### config.mk
export PLATFORM = sky130hd
export DESIGN_NAME = mc_ctl_fsm
export DESIGN_NICKNAME = d
export VERILOG_FILES = /design/src/rtl/mc_ctl_fsm_pkg.sv /design/src/rtl/mc_ctl_next_step.sv /design/src/rtl/mc_ctl_step_reg.sv /design/src/rtl/mc_ctl_out_decode.sv /design/src/rtl/mc_ctl_fsm.sv
export SDC_FILE = /design/constraint.sdc
export NUM_CORES = 1
export LEC_CHECK = 0
export BUFFER_PORTS_ARGS = -buffer_cell sky130_fd_sc_hd__buf_2
export CORE_AREA = 2 2 39 41
export CTS_BUF_LIST = sky130_fd_sc_hd__clkbuf_2 sky130_fd_sc_hd__clkbuf_4 sky130_fd_sc_hd__clkbuf_8
export CTS_CLUSTER_DIAMETER = 60
export CTS_CLUSTER_SIZE = 30
export DETAILED_ROUTE_END_ITERATION = 10
export DIE_AREA = 0 0 41 43
export PLACE_DENSITY_LB_ADDON = 0.08
export SKIP_LAST_GASP = 1
export SYNTH_ARGS = -nofsm -noshare
export SYNTH_HDL_FRONTEND = slang
export SYNTH_HIERARCHICAL = 1
export SYNTH_SLANG_ARGS = --single-unit
### constraint.sdc
create_clock -name clk -period 2 [get_ports clk]
set_input_delay 0.1 -clock clk [delete_from_list [all_inputs] [get_ports clk]]
set_output_delay 0.1 -clock clk [all_outputs]
set_load 0.005 [all_outputs]
### src/rtl/mc_ctl_fsm_pkg.sv
`timescale 1ns/1ps
// Package: shared widths, opcode values, step codes and the control word
// of the multicycle control sequencer. Assumes a 6-bit opcode field.
package mc_ctl_fsm_pkg;

    localparam int OP_W    = 6;
    localparam int STEP_W  = 4;
    localparam int SEL2_W  = 2;

    localparam logic [OP_W-1:0] OPC_RREG  = 6'b000000;
    localparam logic [OP_W-1:0] OPC_LOAD  = 6'b100011;
    localparam logic [OP_W-1:0] OPC_STORE = 6'b101011;
    localparam logic [OP_W-1:0] OPC_BEQ   = 6'b000100;
    localparam logic [OP_W-1:0] OPC_JUMP  = 6'b000010;

    typedef enum logic [STEP_W-1:0] {
        ST_FETCH     = 4'd0,
        ST_DECODE    = 4'd1,
        ST_ADDR      = 4'd2,
        ST_LD_READ   = 4'd3,
        ST_LD_WB     = 4'd4,
        ST_ST_WRITE  = 4'd5,
        ST_ALU_EXEC  = 4'd6,
        ST_ALU_WB    = 4'd7,
        ST_BRANCH    = 4'd8,
        ST_JUMP      = 4'd9
    } step_e;

    // Operand / source select encodings
    localparam logic [SEL2_W-1:0] BSEL_REG   = 2'b00;
    localparam logic [SEL2_W-1:0] BSEL_FOUR  = 2'b01;
    localparam logic [SEL2_W-1:0] BSEL_IMM   = 2'b10;
    localparam logic [SEL2_W-1:0] BSEL_SHIMM = 2'b11;

    localparam logic [SEL2_W-1:0] ALU_ADD   = 2'b00;
    localparam logic [SEL2_W-1:0] ALU_SUB   = 2'b01;
    localparam logic [SEL2_W-1:0] ALU_FUNCT = 2'b10;

    localparam logic [SEL2_W-1:0] PCS_ALU    = 2'b00;
    localparam logic [SEL2_W-1:0] PCS_ALUREG = 2'b01;
    localparam logic [SEL2_W-1:0] PCS_JUMP   = 2'b10;

    typedef struct packed {
        logic              pc_wr;
        logic              pc_wr_if_zero;
        logic              addr_sel_data;
        logic              mem_rd;
        logic              mem_wr;
        logic              ir_ld;
        logic              wb_from_mem;
        logic [SEL2_W-1:0] pc_src;
        logic [SEL2_W-1:0] alu_ctl;
        logic              alu_a_sel;
        logic [SEL2_W-1:0] alu_b_sel;
        logic              rf_wr;
        logic              rf_dst_rd;
    } ctl_t;

endpackage

### src/rtl/mc_ctl_next_step.sv
`timescale 1ns/1ps
// Module: next-step logic. Purely combinational. Uses the opcode only in
// decode and address compute; any unused step code falls back to fetch.
module mc_ctl_next_step
    import mc_ctl_fsm_pkg::*;
(
    input  step_e           cur,
    input  logic [OP_W-1:0] opcode,
    output step_e           nxt
);

    // Choose the following step from the current step and the opcode
    always_comb begin
        nxt = ST_FETCH;
        case (cur)
            ST_FETCH:  nxt = ST_DECODE;
            ST_DECODE: begin
                case (opcode)
                    OPC_LOAD, OPC_STORE: nxt = ST_ADDR;
                    OPC_RREG:            nxt = ST_ALU_EXEC;
                    OPC_BEQ:             nxt = ST_BRANCH;
                    OPC_JUMP:            nxt = ST_JUMP;
                    default:             nxt = ST_FETCH;
                endcase
            end
            ST_ADDR:     nxt = (opcode == OPC_LOAD) ? ST_LD_READ : ST_ST_WRITE;
            ST_LD_READ:  nxt = ST_LD_WB;
            ST_ALU_EXEC: nxt = ST_ALU_WB;
            default:     nxt = ST_FETCH;
        endcase
    end

endmodule

### src/rtl/mc_ctl_step_reg.sv
`timescale 1ns/1ps
// Module: step register. Assumes reset is synchronous and active low;
// reset forces fetch.
module mc_ctl_step_reg
    import mc_ctl_fsm_pkg::*;
(
    input  logic  clk,
    input  logic  rst_n,
    input  step_e nxt,
    output step_e cur
);

    // Hold the current step, loading fetch on reset
    always_ff @(posedge clk) begin
        if (!rst_n) cur <= ST_FETCH;
        else        cur <= nxt;
    end

endmodule

### src/rtl/mc_ctl_out_decode.sv
`timescale 1ns/1ps
// Module: Moore output decode. Maps a step to its control word. Enables
// default to 0; selects that are don't-care in a step are driven to 0.
module mc_ctl_out_decode
    import mc_ctl_fsm_pkg::*;
(
    input  step_e cur,
    output ctl_t  ctl
);

    // Produce the control word for the current step
    always_comb begin
        ctl = '0;
        case (cur)
            ST_FETCH: begin
                ctl.mem_rd    = 1'b1;
                ctl.ir_ld     = 1'b1;
                ctl.pc_wr     = 1'b1;
                ctl.alu_b_sel = BSEL_FOUR;
                ctl.alu_ctl   = ALU_ADD;
                ctl.pc_src    = PCS_ALU;
            end
            ST_DECODE: begin
                ctl.alu_b_sel = BSEL_SHIMM;
                ctl.alu_ctl   = ALU_ADD;
            end
            ST_ADDR: begin
                ctl.alu_a_sel = 1'b1;
                ctl.alu_b_sel = BSEL_IMM;
                ctl.alu_ctl   = ALU_ADD;
            end
            ST_LD_READ: begin
                ctl.mem_rd        = 1'b1;
                ctl.addr_sel_data = 1'b1;
            end
            ST_LD_WB: begin
                ctl.rf_wr       = 1'b1;
                ctl.wb_from_mem = 1'b1;
                ctl.rf_dst_rd   = 1'b0;
            end
            ST_ST_WRITE: begin
                ctl.mem_wr        = 1'b1;
                ctl.addr_sel_data = 1'b1;
            end
            ST_ALU_EXEC: begin
                ctl.alu_a_sel = 1'b1;
                ctl.alu_b_sel = BSEL_REG;
                ctl.alu_ctl   = ALU_FUNCT;
            end
            ST_ALU_WB: begin
                ctl.rf_wr     = 1'b1;
                ctl.rf_dst_rd = 1'b1;
            end
            ST_BRANCH: begin
                ctl.alu_a_sel     = 1'b1;
                ctl.alu_b_sel     = BSEL_REG;
                ctl.alu_ctl       = ALU_SUB;
                ctl.pc_wr_if_zero = 1'b1;
                ctl.pc_src        = PCS_ALUREG;
            end
            ST_JUMP: begin
                ctl.pc_wr  = 1'b1;
                ctl.pc_src = PCS_JUMP;
            end
            default: ctl = '0;
        endcase
    end

endmodule

### src/rtl/mc_ctl_fsm.sv
`timescale 1ns/1ps
// Module: top of the multicycle control sequencer. Joins the step register,
// the next-step logic and the output decode, and flattens the control word
// onto ports. Assumes the opcode is stable at each rising edge.
module mc_ctl_fsm
    import mc_ctl_fsm_pkg::*;
(
    input  logic              clk,
    input  logic              rst_n,
    input  logic [OP_W-1:0]   opcode,
    output logic [STEP_W-1:0] step,
    output logic              pc_wr,
    output logic              pc_wr_if_zero,
    output logic              addr_sel_data,
    output logic              mem_rd,
    output logic              mem_wr,
    output logic              ir_ld,
    output logic              wb_from_mem,
    output logic [SEL2_W-1:0] pc_src,
    output logic [SEL2_W-1:0] alu_ctl,
    output logic              alu_a_sel,
    output logic [SEL2_W-1:0] alu_b_sel,
    output logic              rf_wr,
    output logic              rf_dst_rd
);

    step_e cur_step;
    step_e nxt_step;
    ctl_t  ctl;

    mc_ctl_step_reg u_reg (
        .clk   (clk),
        .rst_n (rst_n),
        .nxt   (nxt_step),
        .cur   (cur_step)
    );

    mc_ctl_next_step u_nxt (
        .cur    (cur_step),
        .opcode (opcode),
        .nxt    (nxt_step)
    );

    mc_ctl_out_decode u_dec (
        .cur (cur_step),
        .ctl (ctl)
    );

    // Drive the output ports from the step and the control word
    always_comb begin
        step          = cur_step;
        pc_wr         = ctl.pc_wr;
        pc_wr_if_zero = ctl.pc_wr_if_zero;
        addr_sel_data = ctl.addr_sel_data;
        mem_rd        = ctl.mem_rd;
        mem_wr        = ctl.mem_wr;
        ir_ld         = ctl.ir_ld;
        wb_from_mem   = ctl.wb_from_mem;
        pc_src        = ctl.pc_src;
        alu_ctl       = ctl.alu_ctl;
        alu_a_sel     = ctl.alu_a_sel;
        alu_b_sel     = ctl.alu_b_sel;
        rf_wr         = ctl.rf_wr;
        rf_dst_rd     = ctl.rf_dst_rd;
    end

endmodule

After elaboration in Yosys (flattened, before gate mapping)
Index checks and enable logic that the tools add are counted.
{ "totals": {"ff_bits": 4, "in_bits": 8, "output_inout_bits": 20} }
{ "op_classes": {"n_eq_ne": 13, "mux": 15, "n_reduce_logical": 7} }
{ "ops": {"columns": ["cell", "n"], "rows": [
  ["4-bit one-hot mux with 5 select lines", 1],
  ["4-bit by 3-bit equality test with 1-bit output (second input constant)", 4],
  ["4-bit one-hot mux with 4 select lines", 1],
  ["6-bit equality test (second input constant)", 2],
  ["2-bit one-hot mux with 2 select lines", 3],
  ["4-bit by 2-bit equality test with 1-bit output (second input constant)", 2],
  ["4-bit equality test (second input constant)", 2],
  ["1-bit two-way mux", 8],
  ["2-bit OR reduction", 4],
  ["6-bit by 2-bit equality test with 1-bit output (second input constant)", 1],
  ["6-bit by 3-bit equality test with 1-bit output (second input constant)", 1],
  ["6-bit zero test", 1],
  ["2-bit one-hot mux with 3 select lines", 1],
  ["4-bit by 1-bit equality test with 1-bit output (second input constant)", 1],
  ["4-bit zero test", 1],
  ["3-bit two-way mux", 1],
  ["3-bit OR reduction", 1]
]} }

Depth between registers and ports, before layout
{ "logic_depth": {"ltp_word": 4, "mapped_depth": 4, "ltp_nobuf": 4} }

By module
Netlist, hierarchy kept.
{ "by_module_without_submodules": {"columns": ["mod", "instances", "cells_per_inst", "area_per_inst_um2", "seq_area_each_um2"], "rows": [
  ["mc_ctl_out_decode", 1, 26, 195.2, 0.0],
  ["mc_ctl_next_step", 1, 22, 146.4, 0.0],
  ["mc_ctl_step_reg", 1, 8, 105.1, 80.1]
]} }

Worst setup path before layout
Ideal clock, no wire load.
{ "synth_timing": {"kind": "register to register", "from": "register u_reg.cur[0]", "to": "register u_reg.cur[2]", "arrival_ns": 1.250, "t_required_ns": 1.885, "setup_slack_ns": 0.635, "path_stages_with_launch": 5, "path_buffers": 0, "cell_sequence": "dfxtp_1 -> or4_1 -> o211ai_1 -> a21oi_1 -> and2_1"} }
{ "synth_between": {"elab_chain_len": 2, "word_cells_on_any_way": 6, "cone_classes": "eq/ne: 4; mux: 1; reduce/logical: 1"} }
{ "synth_rtl": {"columns": ["element", "line", "source"], "rows": [
  ["from (decl)", "mc_ctl_step_reg.sv:10", "output step_e cur"],
  ["from (signal assigned)", "mc_ctl_step_reg.sv:16", "else cur <= nxt;"],
  ["4-bit by 3-bit equality test with 1-bit output, or another cell as far along", "mc_ctl_next_step.sv:15", "case (cur)"],
  ["4-bit one-hot mux with 5 select lines (*)", "mc_ctl_next_step.sv:15", null],
  ["net nxt_step[2]", "mc_ctl_fsm.sv:28", "step_e nxt_step;"]
]} }
The timed path passes the listed nets; every way through them passes the cells marked *.
A chain may end at the register's enable or synchronous reset.

Worst setup path in the final report
{ "layout_timing": {"from": "register u_reg.cur[1]", "to": "output port alu_b_sel[1]"} }
{ "layout_between": {"elab_chain_len": 2, "word_cells_on_any_way": 4, "cone_classes": "eq/ne: 2; mux: 1; reduce/logical: 1"} }
{ "layout_rtl": {"columns": ["element", "line", "source"], "rows": [
  ["4-bit by 2-bit equality test with 1-bit output, or another cell as far along", "mc_ctl_out_decode.sv:14", "case (cur)"],
  ["2-bit one-hot mux with 3 select lines (*)", "mc_ctl_out_decode.sv:14", null],
  ["to (decl)", "mc_ctl_fsm.sv:22", "output logic [SEL2_W-1:0] alu_b_sel,"]
]} }
Mark *: on every way between the ends. The rest lies on a longest branch, timed or not.

==> summary.md <==
| Metric | Value |
|---|---|
| Fin worst setup slack | `395.6 ps` |
| Initial antenna violation count | `0` |
| ANT cells | `0` |
| Post-Synthesis Cell Area | `446.7 sq um` |
| Footprint of the multi-input gates | `326.6 sq um` |
| Clock network power share | `0.412` |
| Post-CTS resize count | `0` |
| Register area share after synthesis | `0.1793` |
| Net Sw Power | `~0.060 mW` |
| TritonRoute pass-1 iters | `2` |
| First-pass GRT wire length | `1.593 mm` |
| Most frequent cells in the layout | `buf_2, nor3_1, and2_1, dfxtp_1` |
| Met1 Track Usage GR | `0.1576` |
| # setup viols final | `0` |
| Most common cell after layout, fill and taps aside | `buf_2` |
| Power Dens Cells | `a little under 400 nW/um^2` |
| Category of the most critical setup path | `flop to output pin` |
| Sw Share | `0.2531` |
| Post-CTS setup buffer count | `0` |
| Max Slew Vio Count | `0` |
| Combinational power share | `0.223` |
| Port Buffer Count | `27` |
| FF-to-FF Start | `u_reg/cur[3]` |
| Synthesis-to-layout area growth | `35.01%` |
| Initial Utilization | `0.3228` |
| Chip Height | `~43 um` |
| DP Cell Count | `96` |
| Grt met3 use | `0.06283` |
| Crit share post-route | `0.8022` |
| Ports | `28` |
| Gate count after technology mapping | `56` |
| CTS root buffer | `clkbuf_4` |
| Type of origin of the critical path | `flop` |
| RSZ-0062 raised after global routing | `false` |
| Internal | `0.1775 mW` |
| DR vias/cell | `5.192` |
| Fmax | `623.3 MHz` |
| Slew margin rel. | `0.6177` |
| CTS tree | `built` |
| Most flops, register | `u_reg/cur` |
| Endpoints failing hold | `0` |
| Clock-pin slew on the worst setup and hold paths | `40 ps` |
| Max-Cap Viols | `0` |
| Largest net degree at the start of global routing | `19` |
| Register Area | `80.08 sq um` |
| Max reg flops | `4` |
| Clock Path Buffers | `2` |
| CP Capture Type | `output pin` |
| CP required | `~1900 ps` |
| Post-route ant nets | `0` |
| Largest regs | `u_reg/cur: 4 flops` |
| Reg power frac | `0.365` |
| Min-Delay Startpoint | `rst_n` |
| Row count | `14` |
| Worst EP arrival | `1500 ps` |
| Die Area | `~1800 sq um` |
| Non-Filler Instances | `99` |
| Setup TNS | `0 ps` |
| Via count | `514` |
| GP Congestion | `0.7689` |
| Chip Width | `41 um` |
| # clock sinks | `4` |
| Leak | `0.2897 nW` |
| Gr busiest metal | `met2` |
| GR Util All Layers | `0.1295` |
| Worst Tran Pin Value | `572.7 ps` |
| Worst setup path start | `u_reg/cur[1]` |
| Clk_skew | `4.135 ps` |
| Clock H-tree levels | `1` |
| Outcome | `completed` |
| Initial DRC count | `4` |
| VDD IR-drop max | `0.4726 mV` |
| CP max FO | `12` |
| HP Class | `input port to flop` |
| Syn_nets | `64` |
| DP Worst Slack | `467.1 ps` |
| Worst-Skew Late Latency | `between 200 and 250 ps` |
| Util after Layout | `0.4358` |
| # nets final | `93` |
| Ys Warns | `6` |
| Hold buffers post-CTS | `0` |
| Core Area | `1384 sq um` |
| Remaining Overflow, GRT | `0` |
| DRC | `0` |
| Cell variety after synth | `31` |
| Fillcell total | `151` |
| Syn_area_per_cell | `around 8 sq um` |
| Number of global-route vias before repair | `around 380` |
| Routed length per instance | `10.94 um` |
| Met2 Use GR | `0.2031` |
| DP HPWL | `between 700 and 800 um` |
| Inserted Clock Buffers | `3` |
| Final min period | `1604 ps` |
| Share of cells above drive strength 1 | `0.4337` |
| WL final | `1.083 mm` |
| Synthesis-stage register bit count | `4` |
Yosys cell counts:
master / n / share of area
or4_1: 1 / 0.017
and2_1: 4 / 0.056
nand4b_1: 2 / 0.039
nor4b_2: 1 / 0.034
nor4_1: 1 / 0.014
or2b_1: 1 / 0.017
nand3_1: 1 / 0.011
nor3b_2: 2 / 0.056
xor2_1: 2 / 0.039
a21o_2: 1 / 0.020
or4b_1: 1 / 0.022
o211ai_1: 1 / 0.017
dfxtp_1: 4 / 0.18
nand4_1: 1 / 0.014
xnor2_1: 2 / 0.039
nor3b_1: 3 / 0.050
or3_1: 1 / 0.014
or3b_1: 1 / 0.020
nand2_1: 3 / 0.025
nor3_1: 7 / 0.078
nand2b_1: 1 / 0.014
nor2_1: 2 / 0.017
buf_2: 2 / 0.022
nor4b_1: 2 / 0.039
buf_4: 2 / 0.034
or2_1: 1 / 0.014
a211o_1: 1 / 0.020
buf_6: 1 / 0.025
inv_1: 1 / 0.0084
and4b_1: 1 / 0.022
a21oi_1: 2 / 0.022
kinds of logic (layout without fill, tap and decap cells):
logic type / Yosys count / in the layout / share of synthesized area
AND/OR/NAND/NOR: 37 / 37 / 0.5743
buffers and inverters: 6 / 33 / 0.08962
AO/OA/AOI/OAI: 5 / 5 / 0.07845
XOR/XNOR: 4 / 4 / 0.07845
flip-flops: 4 / 4 / 0.1793
final timing paths:
check,slack [ps],to,cells after the start
worst min register to register,740,u_reg/cur[2],3
worst min-delay path,110,u_reg/cur[1],2
worst max register to register,480,u_reg/cur[2],4
worst max-delay path,400,alu_b_sel[1],4
metrics by stage:
stage	area, sq um	power (mW)	hold slack (ps)
after floorplan	446.7	0.1168	221.7
after global placement	580.6	0.1408	349.5
after detailed placement	580.6	0.1416	352.2
after CTS	603.1	0.2437	109.3
after global routing	603.1	0.2532	119.9
final	603.1	0.2376	113.1
cell type report:
class,count,share of cell area
multi-input combinational,46,0.5415
timing repair buffer,29,0.2490
sequential,4,0.1328
clock buffer,3,0.03734
tap,16,0.03320
inverter,1,0.006224
worst max-delay path, cell delays in order (launching register included):
cell	delay [ps]
dfxtp_1	470
buf_4	240
xor2_1	220
nor3b_2	200
buf_2	130
per-layer routing:
layer,wire length (um),up-vias
met4,0,0
met5,0,-
met1,509,231
li1,-,261
met2,491,22
met3,82,0
power by group through the flow:
stage | Combinational, mW | Clock, mW | Sequential (mW)
finish | 0.0529 | 0.0980 | 0.0868
global route | 0.0601 | 0.106 | 0.0874
CTS | 0.0535 | 0.103 | 0.0868
detailed placement | 0.0536 | 0 | 0.0880
global placement | 0.0529 | 0 | 0.0879
floorplan | 0.0291 | 0 | 0.0876
Note: power is estimated with default switching activity, not from simulation.
